File: src/rtl/bitop_pkg.sv
`timescale 1ns/1ps
package bitop_pkg;

   typedef enum logic [1:0] {
      BOP_TEST = 2'b00,
      BOP_CLR  = 2'b01,
      BOP_SET  = 2'b10,
      BOP_INV  = 2'b11
   } bop_e;

   typedef struct packed {
      logic legal;
      logic from_imm;
      bop_e op;
      logic word;
   } bop_ctl_t;

   localparam int unsigned BOP_MAX_CYCLES = 27;

   // Fixed cycle budget per form (zero-wait memory for memory forms).
   function automatic int unsigned bop_cycles(bop_e op, logic from_imm, logic word, logic mem);
      int unsigned n;
      if (!mem) begin
         case (op)
            BOP_TEST: n = 3;
            BOP_CLR:  n = 5;
            default:  n = 4;
         endcase
         n = n + (from_imm ? 1 : 0);
      end else if (!from_imm) begin
         case (op)
            BOP_TEST: n = word ? 16 : 12;
            BOP_SET:  n = word ? 21 : 13;
            BOP_CLR:  n = word ? 22 : 14;
            default:  n = word ? 26 : 18;
         endcase
      end else begin
         case (op)
            BOP_TEST: n = word ? 17 : 13;
            BOP_SET:  n = word ? 22 : 14;
            BOP_CLR:  n = word ? 27 : 15;
            default:  n = word ? 27 : 19;
         endcase
      end
      return n;
   endfunction

endpackage

File: src/rtl/bitop_decode.sv
`timescale 1ns/1ps
module bitop_decode
   import bitop_pkg::*;
#(
   parameter int OPC_W = 8
) (
   input  logic [OPC_W-1:0] opcode,
   output bop_ctl_t         ctl
);
   localparam logic [3:0] GROUP_CODE = 4'b0001;

   generate
      if (OPC_W != 8) begin : g_bad_opc
         $error("bitop_decode: OPC_W must be 8");
      end
   endgenerate

   always_comb begin
      ctl.legal    = (opcode[OPC_W-1:OPC_W-4] == GROUP_CODE);
      ctl.from_imm = opcode[3];
      ctl.op       = bop_e'(opcode[2:1]);
      ctl.word     = opcode[0];
   end
endmodule

File: src/rtl/bitop_index.sv
`timescale 1ns/1ps
module bitop_index #(
   parameter int DATA_W = 16,
   localparam int IDX_W  = $clog2(DATA_W),
   localparam int BIDX_W = $clog2(DATA_W / 2)
) (
   input  logic [IDX_W-1:0] count_idx,
   input  logic [IDX_W-1:0] imm_idx,
   input  logic             from_imm,
   input  logic             word,
   output logic [IDX_W-1:0] idx
);
   logic [IDX_W-1:0] src;

   assign src = from_imm ? imm_idx : count_idx;

   generate
      for (genvar b = 0; b < IDX_W; b++) begin : g_bit
         if (b < BIDX_W) begin : g_always
            assign idx[b] = src[b];
         end else begin : g_word_only
            assign idx[b] = src[b] & word;
         end
      end
   endgenerate

   always_comb begin
      if (!word) begin
         AST_BYTE_IDX_RANGE: assert (idx < IDX_W'(DATA_W / 2));
      end
   end
endmodule

File: src/rtl/bitop_alu.sv
`timescale 1ns/1ps
module bitop_alu
   import bitop_pkg::*;
#(
   parameter int DATA_W = 16,
   localparam int IDX_W  = $clog2(DATA_W),
   localparam int BYTE_W = DATA_W / 2
) (
   input  logic [DATA_W-1:0] operand,
   input  logic [IDX_W-1:0]  idx,
   input  bop_e              op,
   input  logic              word,
   output logic [DATA_W-1:0] result,
   output logic              bit_zero
);
   logic [DATA_W-1:0] hit;

   generate
      for (genvar i = 0; i < DATA_W; i++) begin : g_lane
         logic lane_out;
         assign hit[i] = (idx == IDX_W'(i));
         always_comb begin
            case (op)
               BOP_CLR: lane_out = operand[i] & ~hit[i];
               BOP_SET: lane_out = operand[i] |  hit[i];
               BOP_INV: lane_out = operand[i] ^  hit[i];
               default: lane_out = operand[i];
            endcase
         end
         if (i < BYTE_W) begin : g_low
            assign result[i] = lane_out;
         end else begin : g_high
            assign result[i] = lane_out & word;
         end
      end
   endgenerate

   assign bit_zero = ~|(operand & hit);
endmodule

File: src/rtl/bitop_seq.sv
`timescale 1ns/1ps
module bitop_seq #(
   parameter int LAT_W = 5
) (
   input  logic             clk,
   input  logic             rst_n,
   input  logic             launch,
   input  logic             is_mem,
   input  logic             needs_write,
   input  logic [LAT_W-1:0] first_cnt,
   input  logic             mem_ack,
   output logic             busy,
   output logic             done,
   output logic             capture,
   output logic             mem_req,
   output logic             mem_we
);
   typedef enum logic [1:0] {PH_IDLE, PH_RD, PH_WR, PH_FIN} phase_e;

   phase_e           phase;
   logic [LAT_W-1:0] cnt;

   always_ff @(posedge clk) begin
      if (!rst_n) begin
         phase <= PH_IDLE;
         cnt   <= '0;
      end else if (launch) begin
         phase <= is_mem ? PH_RD : PH_FIN;
         cnt   <= first_cnt;
      end else begin
         if (phase != PH_IDLE && cnt != '0) cnt <= cnt - 1'b1;
         case (phase)
            PH_RD:   if (mem_ack) phase <= needs_write ? PH_WR : PH_FIN;
            PH_WR:   if (mem_ack) phase <= PH_FIN;
            PH_FIN:  if (cnt == '0) phase <= PH_IDLE;
            default: phase <= PH_IDLE;
         endcase
      end
   end

   assign busy    = (phase != PH_IDLE);
   assign done    = (phase == PH_FIN) && (cnt == '0);
   assign mem_req = (phase == PH_RD) || (phase == PH_WR);
   assign mem_we  = (phase == PH_WR);
   assign capture = (phase == PH_RD) && mem_ack;

   AST_WR_AFTER_RD: assert property (@(posedge clk) disable iff (!rst_n)
      $rose(mem_we) |-> $past(mem_req && !mem_we && mem_ack));
   AST_IDLE_NO_REQ: assert property (@(posedge clk) disable iff (!rst_n)
      !busy |-> !mem_req);
   AST_DONE_SINGLE: assert property (@(posedge clk) disable iff (!rst_n)
      done |=> !done && !busy);
endmodule

File: src/rtl/bitop_unit.sv
`timescale 1ns/1ps
module bitop_unit
   import bitop_pkg::*;
#(
   parameter int DATA_W = 16,
   parameter int OPC_W  = 8,
   parameter int LAT_W  = 5,
   localparam int IDX_W  = $clog2(DATA_W),
   localparam int BYTE_W = DATA_W / 2
) (
   input  logic              clk,
   input  logic              rst_n,
   input  logic              start,
   input  logic [OPC_W-1:0]  opcode,
   input  logic              use_mem,
   input  logic [DATA_W-1:0] reg_operand,
   input  logic [IDX_W-1:0]  count_idx,
   input  logic [IDX_W-1:0]  imm_idx,
   output logic              mem_req,
   output logic              mem_we,
   output logic              mem_word,
   output logic [DATA_W-1:0] mem_wdata,
   input  logic              mem_ack,
   input  logic [DATA_W-1:0] mem_rdata,
   output logic              busy,
   output logic              done,
   output logic [DATA_W-1:0] result,
   output logic              wb_en,
   output logic              zero
);
   generate
      if (DATA_W < 4 || (DATA_W & (DATA_W - 1)) != 0) begin : g_bad_width
         $error("bitop_unit: DATA_W must be a power of two of at least 4");
      end
      if ((1 << LAT_W) <= BOP_MAX_CYCLES) begin : g_bad_lat
         $error("bitop_unit: LAT_W too small for the cycle table");
      end
   endgenerate

   bop_ctl_t          ctl_in, ctl_q;
   logic              mem_q;
   logic [IDX_W-1:0]  idx_in, idx_q;
   logic [DATA_W-1:0] opnd_q;
   logic [DATA_W-1:0] alu_out;
   logic              bit_zero;
   logic              zf_q;
   logic              launch;
   logic              capture;
   logic [LAT_W-1:0]  first_cnt;
   logic [DATA_W-1:0] low_mask;

   assign low_mask = {{BYTE_W{1'b0}}, {BYTE_W{1'b1}}};

   bitop_decode #(.OPC_W(OPC_W)) u_decode (
      .opcode (opcode),
      .ctl    (ctl_in)
   );

   bitop_index #(.DATA_W(DATA_W)) u_index (
      .count_idx (count_idx),
      .imm_idx   (imm_idx),
      .from_imm  (ctl_in.from_imm),
      .word      (ctl_in.word),
      .idx       (idx_in)
   );

   assign launch    = start && ctl_in.legal && !busy;
   assign first_cnt = LAT_W'(bop_cycles(ctl_in.op, ctl_in.from_imm, ctl_in.word, use_mem) - 1);

   always_ff @(posedge clk) begin
      if (!rst_n) begin
         ctl_q  <= '0;
         mem_q  <= 1'b0;
         idx_q  <= '0;
         opnd_q <= '0;
      end else if (launch) begin
         ctl_q  <= ctl_in;
         mem_q  <= use_mem;
         idx_q  <= idx_in;
         opnd_q <= use_mem ? '0 : (ctl_in.word ? reg_operand : (reg_operand & low_mask));
      end else if (capture) begin
         opnd_q <= ctl_q.word ? mem_rdata : (mem_rdata & low_mask);
      end
   end

   bitop_seq #(.LAT_W(LAT_W)) u_seq (
      .clk         (clk),
      .rst_n       (rst_n),
      .launch      (launch),
      .is_mem      (use_mem),
      .needs_write (ctl_q.op != BOP_TEST),
      .first_cnt   (first_cnt),
      .mem_ack     (mem_ack),
      .busy        (busy),
      .done        (done),
      .capture     (capture),
      .mem_req     (mem_req),
      .mem_we      (mem_we)
   );

   bitop_alu #(.DATA_W(DATA_W)) u_alu (
      .operand  (opnd_q),
      .idx      (idx_q),
      .op       (ctl_q.op),
      .word     (ctl_q.word),
      .result   (alu_out),
      .bit_zero (bit_zero)
   );

   always_ff @(posedge clk) begin
      if (!rst_n)                              zf_q <= 1'b0;
      else if (done && ctl_q.op == BOP_TEST)   zf_q <= bit_zero;
   end

   assign result    = alu_out;
   assign mem_wdata = alu_out;
   assign mem_word  = ctl_q.word;
   assign wb_en     = done && !mem_q && (ctl_q.op != BOP_TEST);
   assign zero      = zf_q;

   AST_ONE_BIT_FLIP: assert property (@(posedge clk) disable iff (!rst_n)
      (done && ctl_q.op != BOP_TEST && ctl_q.op != BOP_INV) |-> $countones(result ^ opnd_q) <= 1);
   AST_INV_FLIPS: assert property (@(posedge clk) disable iff (!rst_n)
      (done && ctl_q.op == BOP_INV) |-> $countones(result ^ opnd_q) == 1);
   AST_TEST_KEEPS: assert property (@(posedge clk) disable iff (!rst_n)
      (done && ctl_q.op == BOP_TEST) |-> (result == opnd_q) && !wb_en);
   AST_BYTE_UPPER: assert property (@(posedge clk) disable iff (!rst_n)
      (done && !ctl_q.word) |-> result[DATA_W-1:BYTE_W] == '0);
   AST_ZF_HOLD: assert property (@(posedge clk) disable iff (!rst_n)
      (done && ctl_q.op != BOP_TEST) |=> $stable(zero));
   AST_CTL_HOLD: assert property (@(posedge clk) disable iff (!rst_n)
      busy |=> $stable(ctl_q));
   AST_WB_ONLY_DONE: assert property (@(posedge clk) disable iff (!rst_n)
      wb_en |-> done && !mem_req);
endmodule

File: config.mk
export PLATFORM = sky130hd
export DESIGN_NAME = bitop_unit
export DESIGN_NICKNAME = d
export VERILOG_FILES = /design/src/rtl/bitop_pkg.sv /design/src/rtl/bitop_decode.sv /design/src/rtl/bitop_index.sv /design/src/rtl/bitop_alu.sv /design/src/rtl/bitop_seq.sv /design/src/rtl/bitop_unit.sv
export SDC_FILE = /design/constraint.sdc
export NUM_CORES = 1
export LEC_CHECK = 0
export BUFFER_PORTS_ARGS = -buffer_cell sky130_fd_sc_hd__buf_2
export CAP_MARGIN = 15
export CORE_MARGIN = 8
export CORE_UTILIZATION = 55
export DETAILED_ROUTE_END_ITERATION = 10
export PLACE_DENSITY = 0.84
export SLEW_MARGIN = 40
export SYNTH_ARGS = -nofsm -noshare
export SYNTH_HDL_FRONTEND = slang
export SYNTH_SLANG_ARGS = --single-unit
File: constraint.sdc
create_clock -name clk -period 2.8 [get_ports clk]
set_clock_uncertainty 0.1 [all_clocks]
set_input_delay 0.14 -clock clk [delete_from_list [all_inputs] [get_ports clk]]
set_output_delay 0.14 -clock clk [all_outputs]
set_load 0.005 [all_outputs]
==> metrics.md, run 1 <==
| Metric | Value |
|---|---|
| Tightest Pin Transition | 0.591 ns |
| Cell row count | 29 |
| Delay-heaviest family, CP | simple AND/OR/NAND/NOR gates |
| Clock root cell | clkbuf_8 |
| Crit. End Element | output pin |
| Port buffer count | 91 |
| Total power | 1.51 mW |
| Post-Syn Instances | 435 |
| Area grow syn2layout | 11.4% |
| Max Slew Vio Count | 0 |
| Die width | 96.5 µm |
| Min-Delay Path Depth | 3 |
| Remaining antenna violation count | 0 |
| Final setup fails | 0 |
| Clock transition at path regs | 0.08 ns |
| Bufs and invs on worst path | 1 |
| Layout cells sized above 1 | 25.8% |
| Worst-Skew Late Latency | 0.29 ns |
| Fin cells | 569 |
| WP data required | 2.56 ns |
| Worst-path fanout max | 8 |
| Reg2Reg Setup Slack | 0.49 ns |
| Grt ovf | 0 |
| Outcome | finished, final reports clean |
| Final WL | 8330 µm |
| Initial core utilization | 56.4% |
| Chip height | 96.5 µm |
| Die Area | 0.00931 mm² |
| CTS Buffer Depth | 2 |
| Initial antenna violation count | 0 |
| CTS Buf Count | 5 |
| Top-area cell type share of the netlist area | 22.5% |
| Main flop type after synthesis | dfxtp_1 |
| Max Fclk | 388 MHz |
| Number of global-route vias before repair | 2,922 |
| RSZ-0062 raised after global routing | false |
| Ant. Diodes | 0 |
| Slowest-stage cell, CP | mux4_2 |
| Critical path cell sequence | nor2b_1 -> nand3_1 -> ha_1 -> mux4_2 -> and2_1 -> buf_2 |
| Routed vias | 3,060 |
| Synth unique cells | 44 |
| Slew headroom | 60.3% |
| Register area | 641 µm² |
| Area of the core | 0.00631 mm² |
| Final Wtd Congestion | 0.832 |
| IO Pins | 92 |
| Clock Sink Count | 32 |
| Mean Syn Cell Area | 8.19 µm² |
| WP data arrival | 2.34 ns |
| Routed len/inst | 14.6 µm |
| Worst reg2reg path depth | 9 |
| Startpoint types | flop |
| Leak pwr | 2.19 nW |
| Vias per inst | 5.38 |
| Type of the tightest min-delay check | input pin to flop |
| Period utilisation layout | 92.0% |
| Multi-input gate area | 0.00239 mm² |
| Worst path max stage delay | 0.47 ns |
| VDD IR max | 0.000302 V |
| Cell Area, Synth | 0.00356 mm² |
| Postcts setup bufs | 0 |
| Synthesized Nets | 552 |
| Fillers | 540 |
| Post-CTS Hold Fix Bufs | 0 |
| Gr usage total | 17.8% |
| Post-synthesis sequential area ratio | 18.0% |
| Drt pass-1 iters | 4 |
| DP Cell Count | 561 |
| DR DRC count | 0 |
| Setup TNS | 0 ns |
| Ranking of synthesized cells by area | ha_1 22%, dfxtp_1 18%, mux4_2 10%, inv_1 7.0%, nand2_1 5.2% |
| Async set-reset flop share out of synthesis | 0% |
| Initial drt markers | 172 |
| Maxcap violations | 0 |
| Final Hold Viols | 0 |
| Syn. warnings | 0 |
| DP Wirelength | 6660 µm |
| Post-synth EDFFs | 0 |
| Depth of the CTS H-tree | 2 |
| Synthesis-stage register bit count | 32 |
| CP Class | flop to output pin |
| Fin crit period | 2.58 ns |
| Power per cell area | 380 mW/mm² |
| TritonCTS clock tree | done |
| Post-CTS Resized | 0 |
| Pin count of the biggest net entering global routing | 40 |
| Net count, final | 608 |
| Cell taking the most area after synthesis | ha_1 |
| Levels on crit path | 6 |
| First-pass GRT wire length | 13,200 µm |
==> cells in the final DEF, fill, tap and decap left out, drive strengths merged, types with 2 or more instances in the layout <==
cell type / count
a21boi: 6
a21oi: 12
a31oi: 11
and2: 9
and3: 9
buf: 97
clkbuf: 5
clkinvlp: 2
dfxtp: 32
ha: 64
inv: 66
mux2: 2
mux2i: 6
mux4: 16
nand2: 49
nand2b: 2
nand3: 17
nor2: 9
nor2b: 19
nor3: 3
nor4: 4
o211a: 5
o211ai: 8
o21ai: 18
o311a: 2
o31ai: 2
or3: 2
xnor2: 2
==> report_power, final <==
part / total (mW) / internal, mW / switching [mW]
registers: 0.551 / 0.503 / 0.0481
clock network: 0.375 / 0.176 / 0.199
logic: 0.581 / 0.271 / 0.310
total: 1.51 / 0.950 / 0.557
==> metal layers <==
metal / share of wire (%) / track usage (%)
met1: 38 / 20.0
met5: 0 / 0
met3: 7.6 / 3.32
met4: 1.1 / 5.30
met2: 53 / 33.1
==> area by class of cell <==
cell class / count / area share (%)
clock inverter: 3 / 0.599
tap: 77 / 2.43
inverter: 66 / 6.24
sequential: 32 / 16.1
multi-input combinational: 289 / 60.2
clock buffer: 5 / 1.73
timing repair buffer: 97 / 12.6
==> tightest hold or removal path, cell delays in order <==
cell     delay [ns]
buf_2          0.08
a31oi_1        0.06
nor2b_1        0.09
==> cells in the mapped netlist, drive strengths merged, types with 2 or more instances <==
| library cell | n |
|---|---|
| clkbuf | 17 |
| ha | 64 |
| a21oi | 12 |
| or3 | 2 |
| and3 | 9 |
| nor4 | 4 |
| mux4 | 16 |
| nor2b | 19 |
| o21ai | 18 |
| o211ai | 8 |
| o311a | 2 |
| mux2i | 6 |
| nand3 | 17 |
| o211a | 5 |
| buf | 31 |
| nand2b | 2 |
| and2 | 9 |
| a31oi | 11 |
| nor3 | 3 |
| mux2 | 2 |
| nand2 | 49 |
| o31ai | 2 |
| inv | 66 |
| nor2 | 9 |
| dfxtp | 32 |
| a21boi | 6 |
| xnor2 | 2 |
==> sequential cells by signal (all words and copies together) (netlist names) <==
register	flops
ctl_q	2
idx_q	4
mem_q	1
mem_word	1
opnd_q	16
u_seq.cnt	5
u_seq.phase	2
zero	1
==> through the flow <==
stage	setup slack, ns	hold slack [ns]	util [%]	cell area (µm²)
2_1_floorplan	0.384	0.185	-	3560
3_3_place_gp	0.140	0.304	61.4	3870
3_5_place_dp	-0.0286	0.311	61.4	3870
4_1_cts	0.236	0.0108	62.8	3970
5_1_grt	0.0982	0.0137	62.8	3970
6_report	0.223	0.0110	62.8	3970
==> final timing paths <==
check                         startpoint                         to
min reg2reg           mem_q$_SDFFE_PN0P_         mem_q$_SDFFE_PN0P_
max reg2reg  u_seq.phase[0]$_SDFFE_PN0P_  u_seq.cnt[4]$_SDFFE_PN0P_
min                      reg_operand[11]    opnd_q[11]$_SDFFE_PN0P_
max                idx_q[1]$_SDFFE_PN0P_                 result[14]
==> cell families (layout without fill, tap and decap cells) <==
group           after synthesis  count (layout)  share of synthesized area, %
flops                        32              32                          18.0
compound gates               69              69                          12.8
fa+ha+maj                    64              64                          22.5
simple gates                130             130                          18.9
mux                          24              24                          12.4
xor+xnor                      2               2                         0.492
buf+inv                     114             171                          14.9
(Power assumes the default switching activity.)
==> run 2: changes to the inputs <==
ABC_AREA = 1   (was unset)
CORE_UTILIZATION = 54   (was 55)
PLACE_DENSITY = 0.83   (was 0.84)
==> run 2 against run 1 <==
Wire length up 8.5%. Clock power grew 2%. Combinational power increased by 4.3%. Via count grew 12%. Total power grew 5.6%. Critical path depth is 10 higher. Sequential power increased by 9.3%. Critical path type is now input pin to flop. Highest routed layer unchanged.
==> metrics.md, run 2 <==
| Metric | Value |
|---|---|
| Outcome | finished, final reports clean |
| Max Fclk | 420 MHz (+8.1%) |
| Die width | 95.3 µm (-1.3%) |
| Final WL | 9030 µm (+8.5%) |
| Power per cell area | 416 mW/mm² (+9.6%) |
| Maxcap violations | 0 (unchanged) |
| Clock root cell | clkbuf_8 |
| Max FFs per register | 16 (unchanged) |
| Slew headroom | 56.4% (-4.0 points) |
| CP Class | input pin to flop |
| DP Wirelength | 7160 µm (+7.5%) |
| CTS Buf Count | 5 (unchanged) |
| Worst-Skew Late Latency | 0.29 ns (about the same) |
| DR DRC count | 0 (unchanged) |
| Clock transition at path regs | 0.07 ns (about the same) |
| IO Pins | 92 (unchanged) |
| Worst setup margin | 0.417 ns (+0.193 ns) |
| Async set-reset flop share out of synthesis | 0% (unchanged) |
| Remaining antenna violation count | 0 (unchanged) |
| Initial antenna violation count | 0 (unchanged) |
| Top reg by flops | opnd_q |
| Multi-input gate area | 0.00223 mm² (-6.6%) |
| Type of the tightest min-delay check | input pin to flop |
| Post-CTS Hold Fix Bufs | 2 (+2) |
| Area of the core | 0.00620 mm² (-1.7%) |
| Net count, final | 678 (+12%) |
| Final Hold Viols | 0 (unchanged) |
| RSZ-0062 raised after global routing | false |
| Crit. End Element | flop |
| Final Wtd Congestion | 0.916 (+10%) |
| Routed len/inst | 14.1 µm (-3.4%) |
| Design area | 0.00382 mm² (-3.7%) |
| Setup TNS | 0 ns (unchanged) |
| Area grow syn2layout | 12.7% |
| Final setup fails | 0 (unchanged) |
| Routed vias | 3,431 (+12%) |
| Placed instance area | 0.00371 mm² (-4.3%) |
| Cell taking the most area after synthesis | ha_1 |
| Drt pass-1 iters | 4 (unchanged) |
| Synthesized Nets | 614 (+11%) |
| Cell row count | 29 (unchanged) |
| Total power | 1.59 mW (+5.6%) |
| Pre-CTS WS | 0.113 ns (+0.141 ns) |
| Tightest Pin Transition | 0.654 ns (+0.0625 ns) |
| Worst-path fanout max | 7 (-1) |
| Commonest non-fill, non-tap cells in the layout | 91 x buf_2, 81 x nand2_1, 72 x o21ai_0 |
| Synthesis-stage register bit count | 32 (unchanged) |
| Post-Syn Instances | 497 (+14%) |
| Die Area | 0.00907 mm² (-2.5%) |
| Chip height | 95.3 µm (-1.3%) |
| WP data arrival | 2.47 ns (+0.13 ns) |
| Fin crit period | 2.38 ns (-0.193 ns) |
| Initial core utilization | 54.7% (-1.8 points) |
| Initial drt markers | 276 (+60%) |
| Most common cell after layout, fill and taps aside | buf_2 |
| Most numerous cell in the Yosys netlist | nand2_1 |
| Post-CTS Resized | 0 (unchanged) |
| WP data required | 2.88 ns (+0.32 ns) |
| Post-synth top cells | 81 x nand2_1, 72 x o21ai_0, 67 x inv_1 |
| Fillers | 573 (+6.1%) |
| TritonCTS clock tree | done |
| Register area | 641 µm² (unchanged) |
| Max Slew Vio Count | 0 (unchanged) |
| Syn. warnings | 0 (unchanged) |
| VDD IR max | 0.000356 V (+18%) |
| Reg2Reg Setup Slack | 0.63 ns (+0.14 ns) |
| Layout cells sized above 1 | 21.9% (-3.9 points) |
| Startpoint types | input pin |
| Top-area cell type share of the netlist area | 23.6% (+1.1 points) |
| Grt ovf | 0 (unchanged) |
| Clock Sink Count | 32 (unchanged) |
| Port buffer count | 91 (unchanged) |
| Gr usage total | 19.8% (+2.0 points) |
| Ant. Diodes | 0 (unchanged) |
| Synth unique cells | 33 (-25%) |
| CTS Buffer Depth | 2 (unchanged) |
| Post-synthesis sequential area ratio | 18.9% (+0.90 points) |
| Period utilisation layout | 85.1% (-6.9 points) |
| Postcts setup bufs | 0 (unchanged) |
| Pin count of the biggest net entering global routing | 33 (-18%) |
| Vias per inst | 5.37 (-0.16%) |
| Depth of the CTS H-tree | 2 (unchanged) |
| Post-synth EDFFs | 0 (unchanged) |
| First-pass GRT wire length | 14,700 µm (+11%) |
| Number of global-route vias before repair | 3,349 (+15%) |
| Ranking of synthesized cells by area | ha_1 24%, dfxtp_1 19%, o21ai_0 11%, nand2_1 9.0%, inv_1 7.4% |
| Biggest regs | opnd_q x16, u_seq.cnt x5, idx_q x4 |
| Main flop type after synthesis | dfxtp_1 |
| Leak pwr | 1.96 nW (-11%) |
| Mean Syn Cell Area | 6.82 µm² (-17%) |
| Cell Area, Synth | 0.00339 mm² (-4.8%) |
## run 2: cell count changes after synthesis, sizes merged, moves of 9 or more
cell	change
o21ai	+54
nor2	+38
nand2	+35
a21oi	+25
nor2b	-19
mux4	-16
and2	-9
and3	-9
## run 2: critical path, stage by stage
cell and delay (ns):
buf_2 0.15, inv_1 0.10, ha_1 0.25, or2_2 0.29
ha_1 0.22, ha_1 0.29, or2_2 0.27, nand3_1 0.08
nand2_1 0.07, inv_1 0.06, ha_1 0.15, inv_1 0.06
nor2_2 0.11, a21oi_1 0.07, nor2_1 0.11, nor2_1 0.04
## run 2: final cells by class
class                           count  share of cell area [%]
Multi-Input combinational cell    355                    58.4
Clock buffer                        6                    2.16
Inverter                           72                    7.07
Timing Repair Buffer               95                    12.8
Clock inverter                      2                   0.262
Sequential cell                    32                    16.8
Tap cell                           77                    2.52
## run 2: routing by layer
| metal | track usage (%) | vias to the layer above | part of all wire (%) |
|---|---|---|---|
| li1 | - | 1725 | - |
| met1 | 22.6 | 1584 | 41 |
| met2 | 35.8 | 108 | 51 |
| met3 | 3.46 | 14 | 6.4 |
| met4 | 7.41 | 0 | 1.7 |
| met5 | 0 | - | 0 |
## run 2: final timing paths
path                               startpoint                        end  cells after the start
setup / recovery                    opcode[1]  u_seq.cnt[4]$_SDFFE_PN0P_                     16
hold / removal                 reg_operand[4]     opnd_q[4]$_SDFFE_PN0P_                      3
setup reg to reg  u_seq.phase[0]$_SDFFE_PN0P_    opnd_q[13]$_SDFFE_PN0P_                      9
hold reg to reg         ctl_q[1]$_SDFFE_PN0P_      ctl_q[1]$_SDFFE_PN0P_                      2
## run 2: logic make-up after synthesis
| logic type | share of synthesized area [%] |
|---|---|
| and+or+nand+nor | 21.5 |
| AOI/OAI and AO/OA | 20.7 |
| buffers and inverters | 15.3 |
| adders and majority gates | 23.6 |
| DFF | 18.9 |
## run 2: where the power goes
group / switching (mW) / leakage, nW / internal (mW)
logic: 0.361 / 1.65 / 0.245
clock network: 0.187 / 0.0510 / 0.196
registers: 0.0789 / 0.259 / 0.523
## run 2: stage by stage
stage               hold slack, ns  instances  util, %
floorplan                    0.178        497        -
global placement             0.295        629     59.8
detailed placement           0.298        629     59.8
CTS                        0.00173        639     61.6
global route               0.00500        639     61.6
finish                     0.00142        639     61.6
